### src/rtl/fwd_pkg.sv
package fwd_pkg;
  localparam int CHAR_BITS  = 10;
  localparam int IDLE_CHARS = 3;

  typedef struct packed {
    logic pop;
    logic ovrClr;
  } fwdStrobes_t;
endpackage

### src/rtl/fwd_datapath.sv
module fwd_datapath
  import fwd_pkg::*;
#(
  parameter int DEPTH  = 128,
  parameter int DATA_W = 8,
  parameter int BP_W   = 16
) (
  input  logic                         clk,
  input  logic                         rstN,
  input  logic [DATA_W-1:0]            rxByte,
  input  logic                         rxValid,
  input  logic [BP_W-1:0]              bitPeriod,
  input  fwdStrobes_t                  stb,
  output logic [DATA_W-1:0]            headData,
  output logic [$clog2(DEPTH+1)-1:0]   fillCount,
  output logic                         timedOut,
  output logic                         overrun
);
  localparam int AW = $clog2(DEPTH);
  localparam int CW = $clog2(DEPTH+1);
  localparam int TW = BP_W + $clog2(CHAR_BITS*IDLE_CHARS+1);
  localparam logic [CW-1:0] FULL = CW'(DEPTH);

  logic [DATA_W-1:0] mem [DEPTH];
  logic [AW-1:0]     wrPtr, rdPtr;
  logic [CW-1:0]     count;
  logic [TW-1:0]     idleCnt, limitVal;
  logic              doPush, doDrop;

  function automatic logic [AW-1:0] nextPtr(input logic [AW-1:0] p);
    return (p == AW'(DEPTH-1)) ? '0 : p + 1'b1;
  endfunction

  assign doPush   = rxValid && (count != FULL);
  assign doDrop   = rxValid && (count == FULL);
  assign limitVal = TW'(bitPeriod) * TW'(CHAR_BITS*IDLE_CHARS);

  always_ff @(posedge clk) begin
    if (doPush) mem[wrPtr] <= rxByte;
  end

  always_ff @(posedge clk) begin
    if (!rstN) begin
      wrPtr   <= '0;
      rdPtr   <= '0;
      count   <= '0;
      overrun <= 1'b0;
      idleCnt <= '0;
    end else begin
      if (doPush)  wrPtr <= nextPtr(wrPtr);
      if (stb.pop) rdPtr <= nextPtr(rdPtr);
      case ({doPush, stb.pop})
        2'b10:   count <= count + 1'b1;
        2'b01:   count <= count - 1'b1;
        default: count <= count;
      endcase
      if (doDrop)          overrun <= 1'b1;
      else if (stb.ovrClr) overrun <= 1'b0;
      if (rxValid)                 idleCnt <= '0;
      else if (idleCnt < limitVal) idleCnt <= idleCnt + 1'b1;
    end
  end

  assign headData  = mem[rdPtr];
  assign fillCount = count;
  assign timedOut  = (count != '0) && (idleCnt >= limitVal);

  assert_no_overflow_R10: assert property (@(posedge clk) disable iff (!rstN)
    count <= FULL);
  assert_drop_flags_R10: assert property (@(posedge clk) disable iff (!rstN)
    doDrop |=> overrun);
  assert_sticky_ovr_R10: assert property (@(posedge clk) disable iff (!rstN)
    overrun && !stb.ovrClr |=> overrun);
  assert_timer_restart_R7: assert property (@(posedge clk) disable iff (!rstN)
    rxValid && (bitPeriod != '0) && $stable(bitPeriod) |=> !timedOut);
endmodule

### src/rtl/fwd_control.sv
module fwd_control
  import fwd_pkg::*;
#(
  parameter int DEPTH       = 128,
  parameter int PKT_MAX     = 64,
  parameter int BAUD_W      = 24,
  parameter int LOWLAT_BAUD = 46921
) (
  input  logic                       clk,
  input  logic                       rstN,
  input  logic                       inReq,
  input  logic [BAUD_W-1:0]          baudRate,
  input  logic                       cfgWr,
  input  logic [7:0]                 cfgWrData,
  output logic [7:0]                 cfgRdData,
  input  logic                       ovrRead,
  input  logic [$clog2(DEPTH+1)-1:0] fillCount,
  input  logic                       timedOut,
  output fwdStrobes_t                stb,
  output logic                       txValid,
  input  logic                       txReady,
  output logic                       txLast,
  output logic                       zlpStb
);
  localparam int CW = $clog2(DEPTH+1);
  localparam int RW = $clog2(PKT_MAX+1);
  localparam logic [CW-1:0] PKT_C = CW'(PKT_MAX);

  logic          lowLatBit, forced, lowLatEff, release_, busy;
  logic [RW-1:0] remaining, takeCnt;

  assign forced    = baudRate < BAUD_W'(LOWLAT_BAUD);
  assign lowLatEff = lowLatBit || forced;
  assign cfgRdData = {7'b0, lowLatEff};
  assign release_  = lowLatEff ? (fillCount != '0)
                               : ((fillCount >= PKT_C) || timedOut);
  assign takeCnt   = (fillCount >= PKT_C) ? RW'(PKT_MAX) : RW'(fillCount);

  always_ff @(posedge clk) begin
    if (!rstN) begin
      lowLatBit <= 1'b0;
      busy      <= 1'b0;
      remaining <= '0;
      zlpStb    <= 1'b0;
    end else begin
      zlpStb <= 1'b0;
      if (cfgWr) lowLatBit <= cfgWrData[0];
      if (busy) begin
        if (txReady) begin
          remaining <= remaining - 1'b1;
          if (remaining == RW'(1)) busy <= 1'b0;
        end
      end else if (inReq) begin
        if (release_) begin
          busy      <= 1'b1;
          remaining <= takeCnt;
        end else begin
          zlpStb <= 1'b1;
        end
      end
    end
  end

  assign txValid    = busy;
  assign txLast     = busy && (remaining == RW'(1));
  assign stb.pop    = busy && txReady;
  assign stb.ovrClr = ovrRead;

  assert_reserved_zero_R2: assert property (@(posedge clk) disable iff (!rstN)
    cfgRdData[7:1] == 7'b0);
  assert_forced_mode_R3: assert property (@(posedge clk) disable iff (!rstN)
    (baudRate < BAUD_W'(LOWLAT_BAUD)) |-> cfgRdData[0]);
  assert_hold_back_R4: assert property (@(posedge clk) disable iff (!rstN)
    inReq && !busy && !lowLatEff && (fillCount < PKT_C) && !timedOut
      |=> zlpStb && !txValid);
  assert_full_pkt_R5: assert property (@(posedge clk) disable iff (!rstN)
    inReq && !busy && (fillCount >= PKT_C) |=> txValid);
  assert_lowlat_send_R8: assert property (@(posedge clk) disable iff (!rstN)
    inReq && !busy && lowLatEff && (fillCount != '0) |=> txValid);
  assert_last_valid_R9: assert property (@(posedge clk) disable iff (!rstN)
    txLast |-> txValid);
  assert_stall_hold_R11: assert property (@(posedge clk) disable iff (!rstN)
    txValid && !txReady |=> txValid && $stable(txLast));
  assert_req_ignored_R11: assert property (@(posedge clk) disable iff (!rstN)
    busy && inReq |=> !zlpStb);
endmodule

### src/rtl/uart_rx_forwarder.sv
module uart_rx_forwarder
  import fwd_pkg::*;
#(
  parameter int DEPTH       = 128,
  parameter int PKT_MAX     = 64,
  parameter int BP_W        = 16,
  parameter int BAUD_W      = 24,
  parameter int LOWLAT_BAUD = 46921
) (
  input  logic              clk,
  input  logic              rstN,
  input  logic [7:0]        rxByte,
  input  logic              rxValid,
  input  logic [BP_W-1:0]   bitPeriod,
  input  logic [BAUD_W-1:0] baudRate,
  input  logic              cfgWr,
  input  logic [7:0]        cfgWrData,
  output logic [7:0]        cfgRdData,
  input  logic              ovrRead,
  output logic              overrun,
  input  logic              inReq,
  output logic [7:0]        txData,
  output logic              txValid,
  input  logic              txReady,
  output logic              txLast,
  output logic              zlpStb
);
  localparam int CW = $clog2(DEPTH+1);

  fwdStrobes_t   stb;
  logic [CW-1:0] fillCount;
  logic          timedOut;

  fwd_datapath #(.DEPTH(DEPTH), .DATA_W(8), .BP_W(BP_W)) u_dp (
    .clk(clk), .rstN(rstN), .rxByte(rxByte), .rxValid(rxValid),
    .bitPeriod(bitPeriod), .stb(stb), .headData(txData),
    .fillCount(fillCount), .timedOut(timedOut), .overrun(overrun)
  );

  fwd_control #(.DEPTH(DEPTH), .PKT_MAX(PKT_MAX), .BAUD_W(BAUD_W),
                .LOWLAT_BAUD(LOWLAT_BAUD)) u_ctl (
    .clk(clk), .rstN(rstN), .inReq(inReq), .baudRate(baudRate),
    .cfgWr(cfgWr), .cfgWrData(cfgWrData), .cfgRdData(cfgRdData),
    .ovrRead(ovrRead), .fillCount(fillCount), .timedOut(timedOut),
    .stb(stb), .txValid(txValid), .txReady(txReady), .txLast(txLast),
    .zlpStb(zlpStb)
  );
endmodule

### config.mk
export PLATFORM = sky130hd
export DESIGN_NAME = uart_rx_forwarder
export DESIGN_NICKNAME = d
export VERILOG_FILES = /design/src/rtl/fwd_pkg.sv /design/src/rtl/fwd_datapath.sv /design/src/rtl/fwd_control.sv /design/src/rtl/uart_rx_forwarder.sv
export SDC_FILE = /design/constraint.sdc
export NUM_CORES = 1
export LEC_CHECK = 0
export BUFFER_PORTS_ARGS = -buffer_cell sky130_fd_sc_hd__buf_2
export CAP_MARGIN = 20
export CORE_MARGIN = 1
export CORE_UTILIZATION = 28
export DETAILED_ROUTE_END_ITERATION = 10
export PLACE_DENSITY = 0.5
export SLEW_MARGIN = 20
export SYNTH_ARGS = -nofsm -noshare
export SYNTH_HDL_FRONTEND = slang
export SYNTH_SLANG_ARGS = --single-unit
### constraint.sdc
create_clock -name clk -period 10.15 [get_ports clk]
set_clock_uncertainty 0.2 [all_clocks]
set_input_delay 0.5075 -clock clk [delete_from_list [all_inputs] [get_ports clk]]
set_output_delay 0.5075 -clock clk [all_outputs]
set_load 0.02 [all_outputs]
==> results.py <==
metrics = {
    "outcome": {
        "status": "complete, no violations",
    },
    "setup_path": {
        "critical_path.cell_chain": "buf_2, inv_1, fa_1, fa_1, inv_1, ha_1, or4_1, o22ai_1, a311o_1, nand4_1, a31o_2, a21oi_1, xor2_1, ha_1, nand3_1, or4_1, or3_1, o31ai_1, o211a_1, o21ai_0, a21boi_0",
        "worstPathRequired_ps": 10570,
        "end_kind": "flop",
        "worstReg2RegStart": "u_dp.fillCount[2]",
        "start_kind": "primary input",
        "max_stage_delay_ps": 530,
        "crit_family": "compound AO/OA/AOI/OAI gates",
        "r2r_cells": 16,
        "reg2reg_to": "u_dp.fillCount[7]",
        "reg2reg_setup_slack_ps": 5720,
        "critPathArrivalTime_ps": 6140,
        "slowest_stage": "or4_1",
        "cp_max_fo": 11,
        "worstSetupPathType": "in2reg",
        "cp_num_buf_inv": 3,
    },
    "die": {
        "coreArea_sq_mm": 0.157,
        "die_w_microns": 401,
        "dieArea_sq_mm": 0.160,
        "ios": 83,
        "initial_core_util_pct": 28.3,
        "dieHeight_microns": 401,
        "placementRows": 145,
    },
    "sta": {
        "hold_viol": 0,
        "slew_violations": 0,
        "rsz0062_at_grt": "no",
        "setup_slack_ps": 4430,
        "final-setup-viol-count": 0,
        "tns_ps": 0,
        "period_share_pct": 56.4,
        "timing.fmax_mhz": 175,
        "post-route-min-period_ps": 5720,
        "worst_slew_pin_slew_ps": 1070,
        "slew_headroom_pct": 28.4,
    },
    "detailed_routing": {
        "wl_per_cell_microns": 23.1,
        "vias": 21100,
        "drc": 0,
        "ant_nets": 0,
        "drt_first_pass_iters": 5,
        "initialDrtViolationCount": 1814,
        "viasPerCell": 4.72,
        "wirelength_mm": 103,
    },
    "yosys": {
        "ys_ff_latch": 1085,
        "syn_inst": 2207,
        "yosys.area_share.simple_pct": 3.57,
        "synth_top_family_by_area": "multiplexers",
        "synth.distinct_cells": 58,
        "synth-async-reset-ratio_pct": 0,
        "synth_compound_area_share_pct": 1.61,
        "synthFlopType": "edfxtp_1",
        "synth_fa_ha_area_share_pct": 2.90,
        "synth_area_sq_mm": 0.0445,
        "synthMuxAreaShare_pct": 17.3,
        "yosysWarnings": 0,
        "synth-xor-area-share_pct": 1.02,
        "yosysSeqAreaShare_pct": 71.9,
        "synth-edff-count": 1024,
        "syn_avg_cell_area_sq_um": 20.1,
    },
    "grt": {
        "grt.busiest_layer": "met2",
        "grt_overflow": 0,
        "antenna_found_initial": 4,
        "grt_usage_pct": 12.8,
        "grt_pass1_vias": 22000,
        "grt_pass1_wl_mm": 152,
        "grt_max_degree": 97,
        "use_met2_pct": 21.5,
        "met3_usage_pct": 2.27,
        "grt_use_met1_pct": 17.1,
    },
    "placed_design": {
        "dp_slack_ps": 3660,
        "hpwl_mm": 64.7,
        "io_buffers": 68,
        "gp_congestion": 0.762,
    },
    "layout": {
        "synthToLayoutAreaGrowth_pct": 14.2,
        "fillCellCount": 14700,
        "layout_commonest_cell": "edfxtp_1",
        "layout.nets": 2465,
        "layout-drive-gt1-share_pct": 25.1,
        "layout_common_cells": "1024 x edfxtp_1, 336 x mux4_2, 177 x nor2_1",
    },
    "min_path": {
        "min_to": "u_dp.mem[28][5]",
        "hp-class": "in2reg",
        "holdPathStages": 1,
        "hp-start": "rxByte[5]",
    },
    "clocking": {
        "clock_path_buffers": 3,
        "cts-resized-gates": 0,
        "post_cts_buffers": 0,
        "clkTransAtPathRegs_ps": 60,
        "cts-buffers-inserted": 110,
        "worstSkewPairLatency_ps": 710,
        "cts_root_buf": "clkbuf_16",
        "tritoncts": "yes",
        "htree_levels": 3,
        "cts.sinks": 1085,
        "cts_hold_buf": 5,
    },
    "pwr": {
        "ir_drop_mv": 0.130,
        "powerDensity_mw_per_mm2": 185,
        "netSwitchingFraction_pct": 21.5,
        "p_int_mw": 7.38,
        "p_comb_share_pct": 5.4,
        "p_seq_share_pct": 52.2,
        "power.leakage_nw": 15.4,
        "p_sw_mw": 2.02,
        "clkPwrFrac_pct": 42.4,
    },
    "flow_run": {
        "maxCapViolCount": 0,
    },
}
-- flip-flops by register name (all words and copies together) (netlist names), named ones only --
register and cells:
u_dp.rdPtr 7, u_ctl.lowLatBit 1, u_ctl.remaining 7, u_dp.wrPtr 7, u_dp.overrun 1, u_dp.fillCount 8
u_dp.idleCnt 21, u_dp.mem 1024, u_ctl.zlpStb 1, u_ctl.txValid 1
-- layout make-up --
| type | instances | area (sq um) | share of cell area [%] |
|---|---|---|---|
| inverter | 66 | 248 | 0.488 |
| sequential | 1085 | 32000 | 63.0 |
| timing repair buffer | 100 | 658 | 1.30 |
| clock inverter | 62 | 597 | 1.17 |
| tap | 2058 | 2570 | 5.07 |
| multi-input combinational | 954 | 11800 | 23.2 |
| antenna | 2 | 5.00 | 0.00985 |
| clock buffer | 141 | 2950 | 5.81 |
-- worst register-to-register path, cell delays in order (launching register included) --
cell and delay (ps):
dfxtp_1 350, nor4_1 290, nand3_1 180, nor3b_1 470
nor2b_1 140, buf_4 210, inv_1 170, ha_1 410
ha_1 310, a21o_1 180, a21oi_1 240, nor2b_1 80
o21a_1 190, o41a_1 340, xnor2_1 140, or3_1 300
a21boi_0 150
-- per-stage QoR --
step | area [sq um] | power [mW] | utilization, % | hold slack [ps] | std cells
2_1_floorplan | 44500 | 5.33 | - | 245 | 2213
3_3_place_gp | 47200 | 5.50 | 30.1 | 256 | 4257
3_5_place_dp | 47200 | 5.52 | 30.1 | 280 | 4257
4_1_cts | 50800 | 9.51 | 32.3 | 51.1 | 4465
5_1_grt | 50800 | 9.72 | 32.4 | 81.1 | 4466
6_report | 50800 | 9.40 | 32.4 | 88.5 | 4468
-- cells in the mapped netlist (4+ instances only) --
cell type / n / share of area (%)
nor4_1: 9 / 0.13
a21oi_1: 29 / 0.33
fa_1: 30 / 1.4
mux2i_1: 4 / 0.090
nor2_1: 177 / 1.5
buf_2: 22 / 0.25
nand4_1: 11 / 0.15
buf_1: 14 / 0.12
nor2b_1: 11 / 0.15
buf_4: 12 / 0.20
a21boi_0: 4 / 0.068
o21bai_1: 4 / 0.068
a21o_1: 8 / 0.14
nand4b_1: 5 / 0.098
edfxtp_1: 1024 / 69
or3_1: 9 / 0.13
clkbuf_1: 57 / 0.48
xor2_1: 20 / 0.39
or4_1: 4 / 0.068
o21a_1: 8 / 0.14
inv_1: 65 / 0.55
mux4_2: 336 / 17
nand2_1: 55 / 0.46
dfxtp_1: 61 / 2.7
and2_1: 14 / 0.20
nor3_1: 19 / 0.21
o21ai_0: 30 / 0.34
mux2_2: 8 / 0.20
nand3b_1: 4 / 0.068
ha_1: 55 / 1.5
xnor2_1: 32 / 0.63
nand3_1: 24 / 0.27
-- metal layers --
layer	vias up	part of all wire, %
li1	9214	-
met1	11200	43
met2	534	50
met3	100	5.5
met4	2	1.6
met5	-	0.013
-- how the worst max path moves through the flow --
| stage | slack, ps | cells past startpoint | to | start |
|---|---|---|---|---|
| after floorplan | 4430 | 22 | u_ctl.remaining[6] | bitPeriod[6] |
| after global placement | 3690 | 21 | u_ctl.remaining[6] | bitPeriod[7] |
| after detailed placement | 3660 | 21 | u_ctl.remaining[2] | bitPeriod[6] |
| after CTS | 4410 | 6 | txData[4] | flop |
| after global routing | 4010 | 22 | u_dp.idleCnt[17] | bitPeriod[7] |
| final | 4430 | 21 | u_ctl.remaining[2] | bitPeriod[6] |
-- power groups by stage --
stage | clock network (mW) | registers [mW] | logic, mW
final | 3.98 | 4.91 | 0.505
after global routing | 4.25 | 4.91 | 0.568
after CTS | 4.08 | 4.91 | 0.516
after detailed placement | 0 | 5.00 | 0.513
after global placement | 0 | 5.00 | 0.500
after floorplan | 0 | 5.00 | 0.325
-- cells by family after synthesis --
logic type,Yosys count
and+or+nand+nor,351
muxes,348
AOI/OAI and AO/OA,111
adders and majority gates,85
buffers and inverters,174
other,1
DFF,1085
xor gates and xnor gates,52
Power figures use the tool's default switching activity.
